[config.mk]
export PLATFORM = sky130hd
export DESIGN_NAME = bank_gate_ctrl
export DESIGN_NICKNAME = d
export VERILOG_FILES = /design/src/rtl/bank_gate_pkg.sv /design/src/rtl/gate_interval_timer.sv /design/src/rtl/gate_event_counter.sv /design/src/rtl/gate_degrade_cmp.sv /design/src/rtl/bank_gate_ctrl.sv
export SDC_FILE = /design/constraint.sdc
export NUM_CORES = 1
export LEC_CHECK = 0
export CAP_MARGIN = 20
export CORE_MARGIN = 3
export CORE_UTILIZATION = 58
export DETAILED_ROUTE_END_ITERATION = 10
export GPL_ROUTABILITY_DRIVEN = 0
export PLACE_DENSITY_LB_ADDON = 0.1
export RECOVER_POWER = 50
export SETUP_SLACK_MARGIN = 0.2
export SLEW_MARGIN = 20
export SYNTH_ARGS = -nofsm -noshare
export SYNTH_HDL_FRONTEND = slang
export SYNTH_SLANG_ARGS = --single-unit
[constraint.sdc]
create_clock -name clk -period 9.4 [get_ports clk]
set_input_delay 1.88 -clock clk [delete_from_list [all_inputs] [get_ports clk]]
set_output_delay 1.88 -clock clk [all_outputs]
set_load 0.05 [all_outputs]
[src/rtl/bank_gate_pkg.sv]
package bank_gate_pkg;
    typedef enum logic [1:0] {
        ST_BASE  = 2'd0,
        ST_TRIAL = 2'd1,
        ST_DONE  = 2'd2
    } gate_state_e;
endpackage

[src/rtl/gate_interval_timer.sv]
module gate_interval_timer #(
    parameter int INTERVAL_CYCLES = 2_000_000,
    localparam int TW = (INTERVAL_CYCLES > 1) ? $clog2(INTERVAL_CYCLES) : 1
) (
    input  logic clk,
    input  logic rst_n,
    output logic last
);
    localparam logic [TW-1:0] LAST_VAL = TW'(INTERVAL_CYCLES - 1);

    logic [TW-1:0] tick_d, tick_q;

    always_comb begin
        tick_d = (tick_q == LAST_VAL) ? '0 : tick_q + TW'(1);
    end

    always_ff @(posedge clk) begin
        if (!rst_n) tick_q <= '0;
        else        tick_q <= tick_d;
    end

    assign last = (tick_q == LAST_VAL);
endmodule

[src/rtl/gate_event_counter.sv]
module gate_event_counter #(
    parameter int CNT_W = 32
) (
    input  logic             clk,
    input  logic             rst_n,
    input  logic             evt,
    input  logic             clr,
    output logic [CNT_W-1:0] total
);
    logic [CNT_W-1:0] cnt_d, cnt_q;

    // total includes the event of the current cycle, so the last cycle counts
    assign total = cnt_q + CNT_W'(evt);

    always_comb begin
        cnt_d = clr ? '0 : total;
    end

    always_ff @(posedge clk) begin
        if (!rst_n) cnt_q <= '0;
        else        cnt_q <= cnt_d;
    end
endmodule

[src/rtl/gate_degrade_cmp.sv]
module gate_degrade_cmp #(
    parameter int CNT_W    = 32,
    parameter int DEGR_NUM = 103,
    parameter int DEGR_DEN = 100,
    localparam int PROD_W  = CNT_W + 17
) (
    input  logic [CNT_W-1:0] trial_cnt,
    input  logic [CNT_W-1:0] base_cnt,
    output logic             pass
);
    logic [PROD_W-1:0] lhs, rhs;

    always_comb begin
        lhs  = PROD_W'(trial_cnt) * PROD_W'(DEGR_DEN);
        rhs  = PROD_W'(base_cnt)  * PROD_W'(DEGR_NUM);
        pass = (lhs < rhs);
    end
endmodule

[src/rtl/bank_gate_ctrl.sv]
module bank_gate_ctrl
    import bank_gate_pkg::*;
#(
    parameter int NUM_BANKS       = 12,
    parameter int INTERVAL_CYCLES = 2_000_000,
    parameter int CNT_W           = 32,
    parameter int DEGR_NUM        = 103,
    parameter int DEGR_DEN        = 100,
    localparam int MAX_W          = $clog2(NUM_BANKS + 1)
) (
    input  logic                 clk,
    input  logic                 rst_n,
    input  logic                 real_miss,
    input  logic                 shadow_miss,
    input  logic [MAX_W-1:0]     max_off,
    output logic [NUM_BANKS-1:0] shadow_off,
    output logic [NUM_BANKS-1:0] bank_en,
    output logic [NUM_BANKS-1:0] gate_pulse
);
    localparam int IDX_W = (NUM_BANKS > 1) ? $clog2(NUM_BANKS) : 1;
    localparam logic [IDX_W-1:0] LAST_IDX = IDX_W'(NUM_BANKS - 1);

    typedef struct packed {
        gate_state_e            state;
        logic [IDX_W-1:0]       cand;
        logic [CNT_W-1:0]       base;
        logic [NUM_BANKS-1:0]   shadow_off;
        logic [NUM_BANKS-1:0]   bank_en;
        logic [NUM_BANKS-1:0]   pulse;
        logic [MAX_W-1:0]       off_cnt;
    } regs_t;

    regs_t r_d, r_q;

    logic             ivl_last;
    logic [CNT_W-1:0] real_total;
    logic [CNT_W-1:0] shadow_total;
    logic             trial_pass;
    logic [MAX_W-1:0] off_nxt;
    logic [IDX_W-1:0] idx_nxt;

    gate_interval_timer #(.INTERVAL_CYCLES(INTERVAL_CYCLES)) u_timer (
        .clk   (clk),
        .rst_n (rst_n),
        .last  (ivl_last)
    );

    gate_event_counter #(.CNT_W(CNT_W)) u_real_cnt (
        .clk   (clk),
        .rst_n (rst_n),
        .evt   (real_miss),
        .clr   (ivl_last),
        .total (real_total)
    );

    gate_event_counter #(.CNT_W(CNT_W)) u_shadow_cnt (
        .clk   (clk),
        .rst_n (rst_n),
        .evt   (shadow_miss),
        .clr   (ivl_last),
        .total (shadow_total)
    );

    gate_degrade_cmp #(
        .CNT_W    (CNT_W),
        .DEGR_NUM (DEGR_NUM),
        .DEGR_DEN (DEGR_DEN)
    ) u_cmp (
        .trial_cnt (shadow_total),
        .base_cnt  (r_q.base),
        .pass      (trial_pass)
    );

    always_comb begin
        r_d       = r_q;
        r_d.pulse = '0;
        off_nxt   = r_q.off_cnt;
        idx_nxt   = r_q.cand + IDX_W'(1);

        if (ivl_last) begin
            unique case (r_q.state)
                ST_BASE: begin
                    r_d.base = real_total;
                    if (max_off == '0) begin
                        r_d.state = ST_DONE;
                    end else begin
                        r_d.state         = ST_TRIAL;
                        r_d.cand          = '0;
                        r_d.shadow_off[0] = 1'b1;
                    end
                end
                ST_TRIAL: begin
                    if (trial_pass) begin
                        r_d.bank_en[r_q.cand] = 1'b0;
                        r_d.pulse[r_q.cand]   = 1'b1;
                        off_nxt               = r_q.off_cnt + MAX_W'(1);
                    end else begin
                        r_d.shadow_off[r_q.cand] = 1'b0;
                    end
                    r_d.off_cnt = off_nxt;
                    if ((off_nxt >= max_off) || (r_q.cand == LAST_IDX)) begin
                        r_d.state = ST_DONE;
                    end else begin
                        r_d.cand                = idx_nxt;
                        r_d.shadow_off[idx_nxt] = 1'b1;
                    end
                end
                default: begin
                    r_d.state = ST_DONE;
                end
            endcase
        end
    end

    always_ff @(posedge clk) begin
        if (!rst_n) begin
            r_q.state      <= ST_BASE;
            r_q.cand       <= '0;
            r_q.base       <= '0;
            r_q.shadow_off <= '0;
            r_q.bank_en    <= '1;
            r_q.pulse      <= '0;
            r_q.off_cnt    <= '0;
        end else begin
            r_q <= r_d;
        end
    end

    assign shadow_off = r_q.shadow_off;
    assign bank_en    = r_q.bank_en;
    assign gate_pulse = r_q.pulse;
endmodule

==> Yosys cells after proc, flatten, opt, wreduce, memory -nomap -nowiden <==
Cells that the tools add are included.
{ "word_totals": {"reg_bits": 163, "input_bits": 8, "wordCells": 68} }
{ "op_classes": {"addsub": 5, "multipliers": 2, "order_cmp": 6, "eq_ne": 6, "mux": 19, "bitwise_logic": 5, "n_reduce_logical": 14} }
{ "op_table": {"columns": ["operator", "n"], "rows": [
  ["adder 32 x 1 -> 32 bit", 2],
  ["2-to-1 mux 12 bit", 4],
  ["< comparator 39 bit", 1],
  ["multiplier 32 x 7 -> 39 bit (second input constant)", 1],
  ["multiplier 32 x 5 -> 37 bit (second input constant)", 1],
  ["bitwise AND 12 bit", 2],
  ["adder 21 x 1 -> 21 bit (second input constant)", 1],
  ["== test 21 bit (second input constant)", 1],
  ["2-to-1 mux 4 bit", 5],
  ["inverter 12 bit", 1],
  ["bitwise OR 12 bit", 1],
  ["< comparator 4 x 5 -> 1 bit (second input constant)", 2],
  ["adder 4 x 1 -> 4 bit (second input constant)", 2],
  ["demux 1 bit (select 4 bit)", 2],
  [">= comparator 4 x 1 -> 1 bit (second input constant)", 2],
  ["one-hot mux 4 bit (2 select lines)", 1],
  ["AND reduction 4 bit", 2],
  ["inequality test 2 bit (second input constant)", 3],
  ["AND reduction 2 bit", 3],
  ["AND reduction 3 bit", 2],
  ["== test 4 bit (second input constant)", 1],
  [">= comparator 4 bit", 1],
  ["logical NOT 4 bit", 1],
  ["2-to-1 mux 2 bit", 2],
  ["10 further kinds", 13]
]} }

==> Depth between registers and ports, before layout <==
{ "logic_depth": {"word_depth": 12, "depth_mapped": 40, "mapped_depth_nobuf": 39} }

==> Modules after synthesis <==
A second synthesis with hierarchy kept.
{ "unflattened": {"hier_cells": 2122, "hier_area_um2": 17374.2} }
{ "modules_own_cells": {"columns": ["mod", "n_inst", "cells_each", "area_per_inst_um2"], "rows": [
  ["gate_degrade_cmp", 1, 1225, 9709.3],
  ["bank_gate_ctrl", 1, 395, 3440.8],
  ["gate_event_counter", 2, 197, 1626.6],
  ["gate_interval_timer", 1, 108, 970.9]
]} }

==> Worst setup path before layout <==
OpenSTA, ideal clock, no wires.
{ "synth_timing": {"kind": "input to register", "from": "in shadow_miss", "to": "reg, netlist name shadow_off[1]", "arrival_ns": 9.698, "t_required_ns": 9.328, "setup_slack_ns": -0.370, "cell_stages": 39, "path_cell_list": "ha_1 > ha_1 > nand4_1 > nor3_1 > nand4_1 > nor2_1 > xnor2_1 > inv_1 > ha_1 > ha_1 > inv_1 > fa_1 > inv_1 > ha_1 > a21o_1 > a21oi_1 > nor2_1 > o31a_1 > [... 3 more ...] > ha_1 > nand4_1 > or3_1 > or3_1 > nor3_2 > a2bb2oi_1 > a21oi_2 > nor2_1 > xnor2_1 > ha_1 > nand2b_1 > a21o_1 > a21o_1 > a21o_1 > nor4_1 > nand3_1 > nand4_1 > a2bb2oi_1"} }
{ "synth_between": {"elab_chain_len": 9, "word_cells_on_any_way": 13, "cone_classes": "add/sub: 1; mul: 1; order compare: 2; mux: 7; bitwise: 1; reduce/logical: 1"} }
{ "synth_rtl": {"columns": ["item", "line", "text"], "rows": [
  ["start, declared", "bank_gate_ctrl.sv:14", "input logic shadow_miss,"],
  ["adder 32 x 1 -> 32 bit *", "gate_event_counter.sv:13", "assign total = cnt_q + CNT_W'(evt);"],
  ["net shadow_total[22]", "bank_gate_ctrl.sv:37", "logic [CNT_W-1:0] shadow_total;"],
  ["multiplier 32 x 5 -> 37 bit *", "gate_degrade_cmp.sv:14", "lhs = PROD_W'(trial_cnt) * PROD_W'(DEGR_DEN);"],
  ["< comparator 39 bit *", "gate_degrade_cmp.sv:16", "pass = (lhs < rhs);"],
  ["2-to-1 mux 4 bit", "bank_gate_ctrl.sv:93", "if (trial_pass) begin"],
  ["2-to-1 mux 4 bit", "bank_gate_ctrl.sv:81", "unique case (r_q.state)"],
  ["2-to-1 mux 4 bit", "bank_gate_ctrl.sv:80", "if (ivl_last) begin"],
  [">= comparator 4 bit", "bank_gate_ctrl.sv:101", "if ((off_nxt >= max_off) || (r_q.cand == LAST_IDX)) begin"],
  ["logical OR 1 bit", "bank_gate_ctrl.sv:101", null],
  ["2-to-1 mux 12 bit *", "bank_gate_ctrl.sv:101", null]
]} }
The timed path passes the listed nets; every way through them passes the cells marked *. The select of a mux whose other input is x is not followed.
A chain may end at the register's enable or synchronous reset.

==> Worst setup path after layout <==
{ "layout_timing": {"from": "in shadow_miss", "to": "reg, netlist name shadow_off[2]"} }
{ "layout_between": {"elab_chain_len": 9, "word_cells_on_any_way": 13, "cone_classes": "add/sub: 1; mul: 1; order compare: 2; mux: 7; bitwise: 1; reduce/logical: 1"} }
{ "layout_rtl": {"columns": ["item", "line"], "rows": [
  ["adder 32 x 1 -> 32 bit *", "gate_event_counter.sv:13"],
  ["multiplier 32 x 5 -> 37 bit *", "gate_degrade_cmp.sv:14"],
  ["< comparator 39 bit *", "gate_degrade_cmp.sv:16"],
  ["2-to-1 mux 4 bit", "bank_gate_ctrl.sv:93"],
  ["2-to-1 mux 4 bit", "bank_gate_ctrl.sv:81"],
  ["2-to-1 mux 4 bit", "bank_gate_ctrl.sv:80"],
  [">= comparator 4 bit", "bank_gate_ctrl.sv:101"],
  ["logical OR 1 bit", "bank_gate_ctrl.sv:101"],
  ["2-to-1 mux 12 bit *", "bank_gate_ctrl.sv:101"]
]} }
Every way passes the cells marked *; elsewhere a longest branch is shown, timed or not. The select of a mux whose other input is x is not followed.

==> run metrics <==
outcome=finished, violations left; failing checks=capacitance limit, slew limit; detailed-route wire length per cell=14.2 µm; post-synth design cell area=16700 µm²; hpwl dp=27900 µm; flops & latches, synth=163; Least-Margin Pin Slew=2.15 ns; Port Buf Inserts=43; clock power share=0.447; cts hold-fix bufs=0; Final WS setup=~0.021 ns; 1st-pass router iterations=5; crit-path max cell delay=0.51 ns; io pins=44; sequential share of power=0.461; MaxCap Viol Count=1; synth unique cells=75; share of cells above drive strength 1=0.144; largest net degree at the start of global routing=63; core area=roughly 28000 µm²; initial antenna violation count=2; Skew-Pair Late Insertion Delay=0.45 ns; Vias=roughly 14k; sw power=405 µW; clock slew at reported path FFs=0.08 ns; Gate Count Post-Synth=2010; grt ovf=0; Worst VDD drop=0.140 mV; WHS=0.455 ns; Net Sw Frac=0.268; compound-gate portion of the synthesized area=0.141; cell family with most CP delay=simple AND/OR/NAND/NOR gates; CTS tree=built; Final Hold Viols=0; Crit-path slowest cell=or4_4; first-pass GRT wire length=~60000 µm; final setup vio count=0; total CTS buffers=17; die extent in y=176 µm; WP data required=9.78 ns; post-route design area=between 15000 and 20000 µm²; Remaining DRCs=0; Synth Area in Simple Gates=0.154; Hold Path Class=reg2reg; Die Width=176 µm; initial core utilization=0.594; Die ar.=30800 µm²; Crit Path Class=in2reg; XOR/XNOR Fraction of Synth Area=0.0876; # nets final=2519; largest family of logic cells by synthesized area=adder cells; CTS root buffer=clkbuf_16; final core occ=0.694; crit-path most repeated cell=ha_1; CTS H-tree lvls=4; Routed WL=approximately 36000 µm; CP endpoint kind=flip-flop; Sink Count=between 150 and 200; Power Dens Cells=between 70 and 80 nW/µm²; number of vias per cell=5.34; Total Power=1.51 mW; placed inst area=around 18000 µm²; power share of the combinational group=0.092; Syn. warnings=0; average cell area after synthesis=8.30 µm²; startpoint types=primary input; min Tclk post-route=9.38 ns; Final Max Tran Viols=48; DR iter-0 viols=around 650; asr flop ratio synth=0; vias in the first global route=13.3k; Synth Flop Type=dfxtp_1; sequential cell area fraction in the yosys report=0.196; worst path bufs/invs=6; # rows=around 60; Final Cycle Share=0.998; CP arrival=9.76 ns; most frequent cells in the layout=inv_1, ha_1, nor2_1; number of flops mapped to enable cells by yosys=0; Slew HR=-0.432; Synth Area in Adders=0.307; maximum buffer depth of the clock tree=2; post-route ant nets=0; mux cell area share after synthesis=0.00615; Leak Pwr=10.2 nW; Fin Clk Skew=0.0173 ns; P&R area growth vs syn=16.9%; unrepaired setup endpoints after global routing=true; Net Count, Synth=2371; commonest non-fill, non-tap cell in the layout=inv_1; # diodes=0; Place WS=-0.978 ns; GRT Total Usage=0.235; fmax=between 100 and 150 MHz; Int Power=1.10 mW; FILL cells=~2.3k; crit-path max FO=6
==> cells in the mapped netlist (4+ instances only) <==
master,n,area share
nor4b_1,4,0.0021
nor2b_1,12,0.0045
nand3_1,48,0.014
and4_1,9,0.0047
nor2_1,200,0.045
mux2i_1,8,0.0048
buf_2,5,0.0015
a21o_1,74,0.033
xnor2_1,93,0.049
ha_1,259,0.19
a211oi_1,40,0.018
nor3_1,21,0.0063
a31oi_1,17,0.0064
a21oi_1,93,0.028
nand2_1,90,0.020
dfxtp_1,163,0.20
inv_1,353,0.079
nor4_2,4,0.0030
o21ai_0,51,0.015
xor2_1,74,0.039
fa_1,94,0.11
and2_1,6,0.0022
or2_2,6,0.0022
a21boi_0,8,0.0036
o21a_1,11,0.0049
or3_1,6,0.0022
buf_4,36,0.016
o31ai_1,4,0.0018
o211ai_1,6,0.0027
o21bai_1,9,0.0040
nand2b_1,19,0.0071
nor4_1,15,0.0056
and3_1,36,0.013
a41oi_1,5,0.0026
clkbuf_1,42,0.0094
nand4_1,29,0.011
==> kinds of logic (layout without fill, tap and decap cells) <==
family	count (synthesis)	after routing
XOR/XNOR	167	167
flip-flops	163	163
buffers and inverters	439	600
AO/OA/AOI/OAI	355	355
AND/OR/NAND/NOR	523	523
multiplexers	10	10
adder cells (fa/ha/maj)	353	353
==> tightest hold or removal path: cells and delay by family, from the launching register on <==
family	cells	cell delay [ns]
AOI/OAI and AO/OA	1	0.05
DFF	1	0.31
and+or+nand+nor	1	0.05
==> power groups by stage <==
| stage | clock network, mW | registers, mW | logic [mW] |
|---|---|---|---|
| after floorplan | 0 | 0.711 | 0.0905 |
| after global placement | 0 | 0.712 | 0.120 |
| after detailed placement | 0 | 0.712 | 0.125 |
| after CTS | 0.689 | 0.696 | 0.133 |
| after global routing | 0.714 | 0.696 | 0.151 |
| final | 0.675 | 0.696 | 0.139 |
==> stage by stage <==
stage	TNS [ns]	cells
2_1_floorplan	0	2010
3_3_place_gp	-12.52	2500
3_5_place_dp	-15.72	2500
4_1_cts	0	2540
5_1_grt	-4.94	2549
6_report	0	2549
==> final cells by class <==
| class | count | area [µm²] | share of cell area |
|---|---|---|---|
| clock inverter | 11 | 98.8 | 0.00507 |
| inverter | 353 | 1330 | 0.0679 |
| clock buffer | 21 | 450 | 0.0231 |
| sequential | 163 | 3260 | 0.167 |
| timing repair buffer | 215 | 1720 | 0.0883 |
| multi-input combinational | 1408 | 12200 | 0.624 |
| tap | 378 | 473 | 0.0242 |
==> final timing paths <==
check / startpoint / end / slack [ns] / cells after the start
worst max-delay path: shadow_miss / shadow_off[2] / 0.02 / 42
worst min-delay path: shadow_off[1] / shadow_off[1] / 0.46 / 2
worst max register to register: u_shadow_cnt.cnt_q[9] / shadow_off[2] / 1.01 / 39
worst min register to register: shadow_off[1] / shadow_off[1] / 0.46 / 2
==> registers in the layout, indices dropped and copies added, names as in the netlist <==
signal and flops:
bank_en 12, gate_pulse 12, r_q 42, shadow_off 12, u_real_cnt.cnt_q 32, u_shadow_cnt.cnt_q 32, u_timer.tick_q 21
==> routing by layer <==
metal	wire, µm	part of all wire	GRT usage	vias to the layer above
li1	-	-	-	6966
met1	18000	0.50	0.331	6381
met2	16400	0.45	0.375	211
met3	1090	0.030	0.0361	45
met4	733	0.020	0.0676	2
met5	12	0.00033	0	-
==> repair_timing <==
| action | CTS | global route |
|---|---|---|
| endpoints found under the setup margin | 18 | 18 |
| setup buffers | 8 | 9 |
| pin swaps | 55 | 30 |
| resized for setup | 56 | 34 |
Note: power is estimated with default switching activity, not from simulation.
